### src/rtl/idcrc8_pkg.sv
package idcrc8_pkg;
  // CRC register width and the reflected tap mask of x^8+x^5+x^4+1
  localparam int unsigned CRC_W     = 8;
  localparam logic [7:0]  POLY_REFL = 8'h8C;
  // total length of one identity code in bits
  localparam int unsigned CODE_BITS = 64;
endpackage

### src/rtl/idcrc8_rst_sync.sv
module idcrc8_rst_sync #(
  parameter int unsigned STAGES = 2
) (
  input  logic clk,
  input  logic rst_n,
  output logic rst_ns
);
  logic [STAGES-1:0] sync_q;
  logic [STAGES-1:0] sync_d;

  always_comb begin
    sync_d = {sync_q[STAGES-2:0], 1'b1};
  end

  always_ff @(posedge clk or negedge rst_n) begin
    if (!rst_n) sync_q <= '0;
    else        sync_q <= sync_d;
  end

  assign rst_ns = sync_q[STAGES-1];
endmodule

### src/rtl/idcrc8_lfsr.sv
module idcrc8_lfsr #(
  parameter int unsigned     W    = 8,
  parameter logic [W-1:0]    POLY = 8'h8C
) (
  input  logic         clk,
  input  logic         rst_ns,
  input  logic         clr,
  input  logic         step,
  input  logic         din,
  output logic [W-1:0] crc
);
  logic [W-1:0] crc_q;
  logic [W-1:0] shift_nxt;
  logic [W-1:0] crc_d;
  logic         fb;
  logic         en;

  assign fb = din ^ crc_q[0];

  // one stage per bit: shift right, inject feedback where the mask has a tap
  for (genvar i = 0; i < W; i++) begin : g_stage
    if (i == W-1) begin : g_top
      assign shift_nxt[i] = POLY[i] & fb;
    end else begin : g_mid
      assign shift_nxt[i] = crc_q[i+1] ^ (POLY[i] & fb);
    end
  end

  always_comb begin
    en    = clr | step;
    crc_d = crc_q;
    if (clr)       crc_d = '0;
    else if (step) crc_d = shift_nxt;
  end

  always_ff @(posedge clk or negedge rst_ns) begin
    if (!rst_ns)  crc_q <= '0;
    else if (en)  crc_q <= crc_d;
  end

  assign crc = crc_q;
endmodule

### src/rtl/idcrc8_bitcnt.sv
module idcrc8_bitcnt #(
  parameter int unsigned LEN = 64,
  localparam int unsigned CW = $clog2(LEN + 1)
) (
  input  logic clk,
  input  logic rst_ns,
  input  logic clr,
  input  logic step,
  output logic at_len
);
  localparam logic [CW-1:0] FULL = CW'(LEN);

  logic [CW-1:0] cnt_q, cnt_d;
  logic          over_q, over_d;
  logic          en;

  always_comb begin
    en     = clr | step;
    cnt_d  = cnt_q;
    over_d = over_q;
    if (clr) begin
      cnt_d  = '0;
      over_d = 1'b0;
    end else if (step) begin
      if (cnt_q == FULL) over_d = 1'b1;
      else               cnt_d  = cnt_q + 1'b1;
    end
  end

  always_ff @(posedge clk or negedge rst_ns) begin
    if (!rst_ns) begin
      cnt_q  <= '0;
      over_q <= 1'b0;
    end else if (en) begin
      cnt_q  <= cnt_d;
      over_q <= over_d;
    end
  end

  assign at_len = (cnt_q == FULL) & ~over_q;
endmodule

### src/rtl/idcrc8_serial.sv
module idcrc8_serial
  import idcrc8_pkg::*;
(
  input  logic             clk,
  input  logic             rst_n,
  input  logic             clr_i,
  input  logic             bit_vld_i,
  input  logic             bit_i,
  output logic [CRC_W-1:0] rem_o,
  output logic             code_ok_o
);
  logic rst_ns;
  logic at_len;
  logic [CRC_W-1:0] crc;

  idcrc8_rst_sync #(.STAGES(2)) u_rst (
    .clk(clk), .rst_n(rst_n), .rst_ns(rst_ns)
  );

  idcrc8_lfsr #(.W(CRC_W), .POLY(POLY_REFL)) u_lfsr (
    .clk(clk), .rst_ns(rst_ns), .clr(clr_i), .step(bit_vld_i),
    .din(bit_i), .crc(crc)
  );

  idcrc8_bitcnt #(.LEN(CODE_BITS)) u_cnt (
    .clk(clk), .rst_ns(rst_ns), .clr(clr_i), .step(bit_vld_i),
    .at_len(at_len)
  );

  assign rem_o     = crc;
  assign code_ok_o = at_len & (crc == '0);
endmodule

### config.mk
export PLATFORM = sky130hd
export DESIGN_NAME = idcrc8_serial
export DESIGN_NICKNAME = d
export VERILOG_FILES = /design/src/rtl/idcrc8_pkg.sv /design/src/rtl/idcrc8_rst_sync.sv /design/src/rtl/idcrc8_lfsr.sv /design/src/rtl/idcrc8_bitcnt.sv /design/src/rtl/idcrc8_serial.sv
export SDC_FILE = /design/constraint.sdc
export NUM_CORES = 1
export LEC_CHECK = 0
export ABC_CLOCK_PERIOD_IN_PS = 2900
export BUFFER_PORTS_ARGS = -buffer_cell sky130_fd_sc_hd__buf_2
export CAP_MARGIN = 20
export CORE_MARGIN = 3
export CORE_UTILIZATION = 43
export DETAILED_ROUTE_END_ITERATION = 8
export PLACE_DENSITY = 0.67
export SETUP_SLACK_MARGIN = 0.4
export SLEW_MARGIN = 20
export SYNTH_ARGS = -nofsm -noshare
export SYNTH_HDL_FRONTEND = slang
export SYNTH_SLANG_ARGS = --single-unit
### constraint.sdc
create_clock -name clk -period 2.9 [get_ports clk]
set_clock_uncertainty 0.2 [all_clocks]
set_input_delay 0.145 -clock clk [delete_from_list [all_inputs] [get_ports clk]]
set_output_delay 0.145 -clock clk [all_outputs]
set_load 0.05 [all_outputs]
==> qor.yml, run 1 <==
antenna_found_initial: 0
hold_depth: 3
fin_nets: 109
worst_pin_slew_ns: 0.660
placed_cells: 120
finish.utilization: 0.564
viasPerCell: 5.62
drcViolationCount: 0
finalCritPeriodShare: 0.744
yosysWarnings: 0
critical_path_class: "register to output port"
drv_cap: 0
holdWs_ns: 0.0449
period_needed_ns: 2.16
critPathCaptureType: "output port"
rsz0062_at_grt: "no"
arrival_ns: 1.81
dp.final_hpwl_mm: 1.23
drt_iter0_drc: 26
grt_max_degree: 25
cp_num_cells: 6
syn-num-nets: 93
antenna_cells: 0
cts_made_buffers: 3
min_path_type: "input pin to register"
h-tree-depth: 1
coreArea_mm2: 0.00186
placement_rows: 15
status: "finished, final reports clean"
synth_top_cell_area_share: 0.497
synth.cell_area_um2: 907
cts.sinks: 18
globalRouteOverflowTotal: 0
port_buffers: 13
ys_top_cells_by_area: "dfrtp_1, mux2i_1, nor2_1"
clk_path_buf_depth: 2
fp.dieH_um: 51.9
io_pins: 14
cpPeakStageDelay_ns: 0.44
synth-seq-cells: 18
first_pass_iters: 4
grt_first_pass_wirelength_mm: 2.81
clock-root-buffer: "clkbuf_4"
p_per_area_mw_per_mm2: 469
clock_latency_ns: 0.30
ir_worst_vdd_mv: 0.306
cts_tree: "built"
ant_nets: 0
path_delay_family: "simple AND/OR/NAND/NOR gates"
p_leak_nw: 0.475
path_cells: "inv_1 > ha_1 > nand2_1 > nand4b_1 > nor4_2 > buf_2"
layout-drive-gt1-share: 0.208
synth_top_area_cell: "dfrtp_1"
place.gp.congestion: 0.845
setup.worst_path.start_class: "register"
cp_num_buf_inv: 2
die_width_um: 51.9
area_growth_pct: 15.6
via_count: 708
stdcell_count: 126
synthCells: 86
slew_violations: 0
start_util: 0.488
dieArea_mm2: 0.00270
slew_headroom: 0.560
grt_pass1_vias: 608
yosysSeqAreaShare: 0.497
cts.clk_slew.worst_paths_ns: 0.11
finalHoldViolCount: 0
fmax_ghz: 0.464
path_max_fanout: 4
avgRoutedWirePerCell_um: 14.1
slowest_stage: "dfrtp_1"
fin_tns_setup_ns: 0
wl_mm: 1.77
synth_cell_type_count: 30
avgSynthCellArea_um2: 10.5
cp_data_required_time_ns: 2.56
setup_viol: 0
num-fill-cells: 160
r2r_cells: 3
grt.total_usage: 0.144
-- synthesized netlist by cell type --
cell,instances
ha_1,2
or3_1,2
nand2b_1,1
xnor2_1,1
nand2_1,6
a211oi_1,1
buf_2,2
nor3b_1,1
or4_1,2
a31oi_1,1
a21oi_1,3
nand4_1,2
o21ai_0,2
nor4_1,2
conb_1,1
mux2i_1,5
dfrtp_1,18
nand3b_1,2
o311ai_0,2
inv_1,3
nand4b_1,4
a41oi_1,1
o211ai_1,2
nor2_1,11
mux2_2,1
a311o_2,1
xor2_1,3
or4b_1,1
clkbuf_1,2
nor4_4,1
-- where the power goes --
group          switching [W]  internal (W)  leakage, nW
Clock              0.0000790     0.0000765       0.0210
Sequential         0.0000135      0.000259        0.242
Combinational      0.0000420     0.0000212        0.212
Total               0.000134      0.000357        0.475
-- worst paths after layout --
path,from,endpoint,slack (ns)
hold reg to reg,u_rst.sync_q[1],u_cnt.over_q,0.08
min in group asynchronous,u_rst.sync_q[1],u_cnt.over_q,0.08
setup reg to reg,u_cnt.cnt_q[3],u_cnt.cnt_q[0],1.20
max in group asynchronous,rst_n,u_rst.sync_q[0],1.88
setup / recovery,u_cnt.cnt_q[1],code_ok_o,0.74
hold / removal,bit_i,u_lfsr.crc[7],0.04
-- per-stage QoR --
| step | power [W] | area [µm²] | setup slack (ns) |
|---|---|---|---|
| after floorplan | 0.000322 | 913 | 0.666 |
| after global placement | 0.000338 | 992 | 1.10 |
| after detailed placement | 0.000339 | 992 | 1.09 |
| after CTS | 0.000497 | 1050 | 0.740 |
| after global routing | 0.000516 | 1050 | 0.608 |
| final | 0.000492 | 1050 | 0.743 |
-- worst reg2reg max path: cells and delay by family, from the launching register on --
kind            cells  cell delay (ns)
simple gates        2             0.89
flops               1             0.45
compound gates      1             0.10
-- what timing repair did --
action / in CTS / in global routing
hold buffers: 2 / 0
setup buffers: 0 / 0
resized for setup: 0 / 0
hold endpoints to repair: 2 / 0
-- registers in the layout (all words and copies together) (netlist names) --
| register | cells |
|---|---|
| u_cnt.cnt_q | 7 |
| u_cnt.over_q | 1 |
| u_lfsr.crc | 8 |
| u_rst.sync_q | 2 |
-- kinds of logic (layout without fill, tap and decap cells) --
kind of cell,count (synthesis),count (layout),share of synthesized area
buf+inv,7,22,0.0317
flops,18,18,0.497
fa+ha+maj,2,2,0.0276
compound gates,13,13,0.101
xor+xnor,4,4,0.0386
simple gates,35,35,0.233
mux,6,6,0.0676
other cells,1,1,0.00413
-- area by class of cell --
type                       instances  area (µm²)  area share
timing repair buffer              15        85.1      0.0811
sequential                        18         450       0.430
inverter                           3        11.3      0.0107
clock buffer                       4        36.3      0.0346
tap                               25        31.3      0.0298
multi-input combinational         61         434       0.414
-- routing by layer --
layer,vias up,share of wire,track usage
li1,346,-,-
met1,331,0.49,0.204
met2,27,0.43,0.197
met3,4,0.067,0.0602
met4,0,0.013,0.0437
met5,-,0,0
-- layout by cell type, fill, tap and decap left out, drive strengths merged --
cell type	n
inv	3
a311o	1
dfrtp	18
a31oi	1
a41oi	1
or3	2
dlygate4sd3	2
a211oi	1
clkbuf	4
or4b	1
a21oi	3
conb	1
nor2	11
nand2b	1
o21ai	2
nor4	3
nand4b	4
nor3b	1
xor2	3
ha	2
xnor2	1
o211ai	2
buf	13
or4	2
nand2	6
mux2	1
o311ai	2
nand3b	2
mux2i	5
nand4	2
Note: power is estimated with default switching activity, not from simulation.
==> inputs of run 2 (changes only) <==
--- a/config.mk
+++ b/config.mk
@@ -5,13 +5,13 @@
 export SDC_FILE = /design/constraint.sdc
 export NUM_CORES = 1
 export LEC_CHECK = 0
-export ABC_CLOCK_PERIOD_IN_PS = 2900
+export ABC_CLOCK_PERIOD_IN_PS = 1920
 export BUFFER_PORTS_ARGS = -buffer_cell sky130_fd_sc_hd__buf_2
 export CAP_MARGIN = 20
 export CORE_MARGIN = 3
 export CORE_UTILIZATION = 43
 export DETAILED_ROUTE_END_ITERATION = 8
-export PLACE_DENSITY = 0.67
+export PLACE_DENSITY = 0.7
 export SETUP_SLACK_MARGIN = 0.4
 export SLEW_MARGIN = 20
 export SYNTH_ARGS = -nofsm -noshare
==> constraint.sdc (replaced) <==
create_clock -name clk -period 1.92 [get_ports clk]
set_clock_uncertainty 0.2 [all_clocks]
set_input_delay 0.096 -clock clk [delete_from_list [all_inputs] [get_ports clk]]
set_output_delay 0.096 -clock clk [all_outputs]
set_load 0.05 [all_outputs]
==> run 2 against run 1 <==
  * Sequential power is 51% higher
  * Critical path depth unchanged
  * Power grew 59%
==> qor.yml, run 2 (synthesis gave the netlist of run 1 again) <==
path_max_fanout: 4  # unchanged
status: "finished, final reports clean"  # unchanged
start_util: 0.488  # unchanged
finalHoldViolCount: 0  # unchanged
drt_iter0_drc: 16  # was 26
fp.dieH_um: 51.9  # unchanged
port_buffers: 13  # unchanged
first_pass_iters: 4  # unchanged
cts.clk_slew.worst_paths_ns: 0.11  # about the same
area_growth_pct: 38.5  # was 15.6%
final_cell_mix: "buf_2, nor2_1, buf_4, dfrtp_1, dfrtp_2"  # was dfrtp_1, buf_2, nor2_1, nand2_1, mux2i_1
critical_path_class: "register to output port"  # unchanged
cts_tree: "built"  # unchanged
viasPerCell: 5.69  # was 5.62
antenna_found_initial: 0  # unchanged
dieArea_mm2: 0.00270  # unchanged
period_needed_ns: 1.92
stdcell_count: 142  # was 126
h-tree-depth: 1  # unchanged
path_cells: "inv_2 > ha_4 > nand2_4 > nand4b_1 > nor4_4 > buf_6"  # was inv_1 > ha_1 > nand2_1 > nand4b_1 > nor4_2 > buf_2
cts.sinks: 18  # unchanged
setup.worst_path.start_class: "register"  # unchanged
die_width_um: 51.9  # unchanged
coreArea_mm2: 0.00186  # unchanged
arrival_ns: 1.62  # was 1.81 ns
ant_nets: 0  # unchanged
cp_data_required_time_ns: 1.62  # was 2.56 ns
critPathCaptureType: "output port"  # unchanged
placement_rows: 15  # unchanged
io_pins: 14  # unchanged
fin_nets: 125  # was 109
globalRouteOverflowTotal: 0  # unchanged
place.gp.congestion: 0.811  # was 0.845
antenna_cells: 0  # unchanged
grt_max_degree: 21  # was 25
final_critical_path_setup_slack_ns: 0.000366  # was 0.743 ns
setup_viol: 0  # unchanged
via_count: 808  # was 708
finalCritPeriodShare: 1.00
grt.total_usage: 0.177  # was 0.144
min_path_type: "input pin to register"  # unchanged
largest_register_ffs: 8  # unchanged
grt_pass1_vias: 742  # was 608
rsz0062_at_grt: "yes"  # was no
drcViolationCount: 0  # unchanged
cts_made_buffers: 3  # unchanged
p_per_area_mw_per_mm2: 623  # was 469 mW/mm²
p_leak_nw: 0.555  # was 0.475 nW
wl_mm: 2.08  # was 1.77 mm
dp.final_hpwl_mm: 1.23  # about the same
drv_cap: 0  # unchanged
final_common_cell: "buf_2"  # was dfrtp_1
clk_path_buf_depth: 2  # unchanged
avgRoutedWirePerCell_um: 14.6  # was 14.1 µm
clock_latency_ns: 0.30  # about the same
fmax_ghz: 0.521
cpPeakStageDelay_ns: 0.42  # was 0.44 ns
slew_violations: 0  # unchanged
slowest_stage: "dfrtp_1"  # unchanged
ir_worst_vdd_mv: 0.455  # was 0.306 mV
worst_pin_slew_ns: 0.641  # was 0.660 ns
grt_first_pass_wirelength_mm: 3.45  # was 2.81 mm
layout-drive-gt1-share: 0.436  # was 0.208
slew_headroom: 0.572  # was 0.560
placed_cells: 122  # was 120
holdWs_ns: 0.0252  # was 0.0449 ns
place_ws_ns: 0.0599  # was 1.09 ns
clock-root-buffer: "clkbuf_4"  # unchanged
[run 2: path summary, 6_finish.rpt]
path / slack, ns / end / startpoint / cells after the start
max in group asynchronous: 0.97 / u_rst.sync_q[0] / rst_n / 3
min in group asynchronous: 0.06 / u_lfsr.crc[1] / u_rst.sync_q[1] / 0
worst min-delay path: 0.03 / u_lfsr.crc[7] / bit_vld_i / 3
worst max-delay path: 0.0004 / code_ok_o / u_cnt.cnt_q[1] / 6
worst max register to register: 0.16 / u_cnt.cnt_q[0] / u_cnt.cnt_q[3] / 4
worst min register to register: 0.06 / u_lfsr.crc[1] / u_rst.sync_q[1] / 0
[run 2: metrics by stage]
| stage | area (µm²) | utilization | setup TNS, ns | total power (W) |
|---|---|---|---|---|
| 2_1_floorplan | 936 | - | 0 | 0.000488 |
| 3_3_place_gp | 1030 | 0.554 | 0 | 0.000516 |
| 3_5_place_dp | 1030 | 0.554 | 0 | 0.000517 |
| 4_1_cts | 1180 | 0.638 | 0 | 0.000776 |
| 5_1_grt | 1260 | 0.676 | -0.0746 | 0.000823 |
| 6_report | 1260 | 0.676 | 0 | 0.000783 |
[run 2: final cells by class]
type / instances / area [µm²]
sequential: 18 / 460
multi-input combinational: 61 / 487
inverter: 3 / 11.3
timing repair buffer: 31 / 230
clock buffer: 4 / 36.3
fill: 130 / 602
tap: 25 / 31.3
[run 2: report_power, final]
part           internal (W)  leakage, nW  switching, W  total [W]
sequential         0.000393        0.230     0.0000194   0.000412
clock              0.000116       0.0210      0.000125   0.000240
combinational     0.0000552        0.304     0.0000753   0.000130
total              0.000564        0.555      0.000219   0.000783
[run 2: repair_timing]
| item | 4_1_cts | 5_1_grt |
|---|---|---|
| setup buffers | 5 | 6 |
| resized for setup | 10 | 9 |
| setup endpoints to repair | 4 | 8 |
| hold buffers | 5 | 0 |
| pin swaps | 6 | 4 |
| hold endpoints to repair | 11 | 0 |
[run 2: per-layer routing]
layer  wire length [µm]  share of wire  track usage
met5                  0              0            0
met3                121          0.058       0.0458
met4                 44          0.021        0.118
met1                927           0.45        0.232
met2                984           0.47        0.253
[run 2: critical path, delay by kind of cell (launching register included)]
| kind | cells | cell delay [ns] |
|---|---|---|
| adder cells (fa/ha/maj) | 1 | 0.15 |
| AND/OR/NAND/NOR | 3 | 0.47 |
| buffers and inverters | 2 | 0.29 |
| flip-flops | 1 | 0.42 |
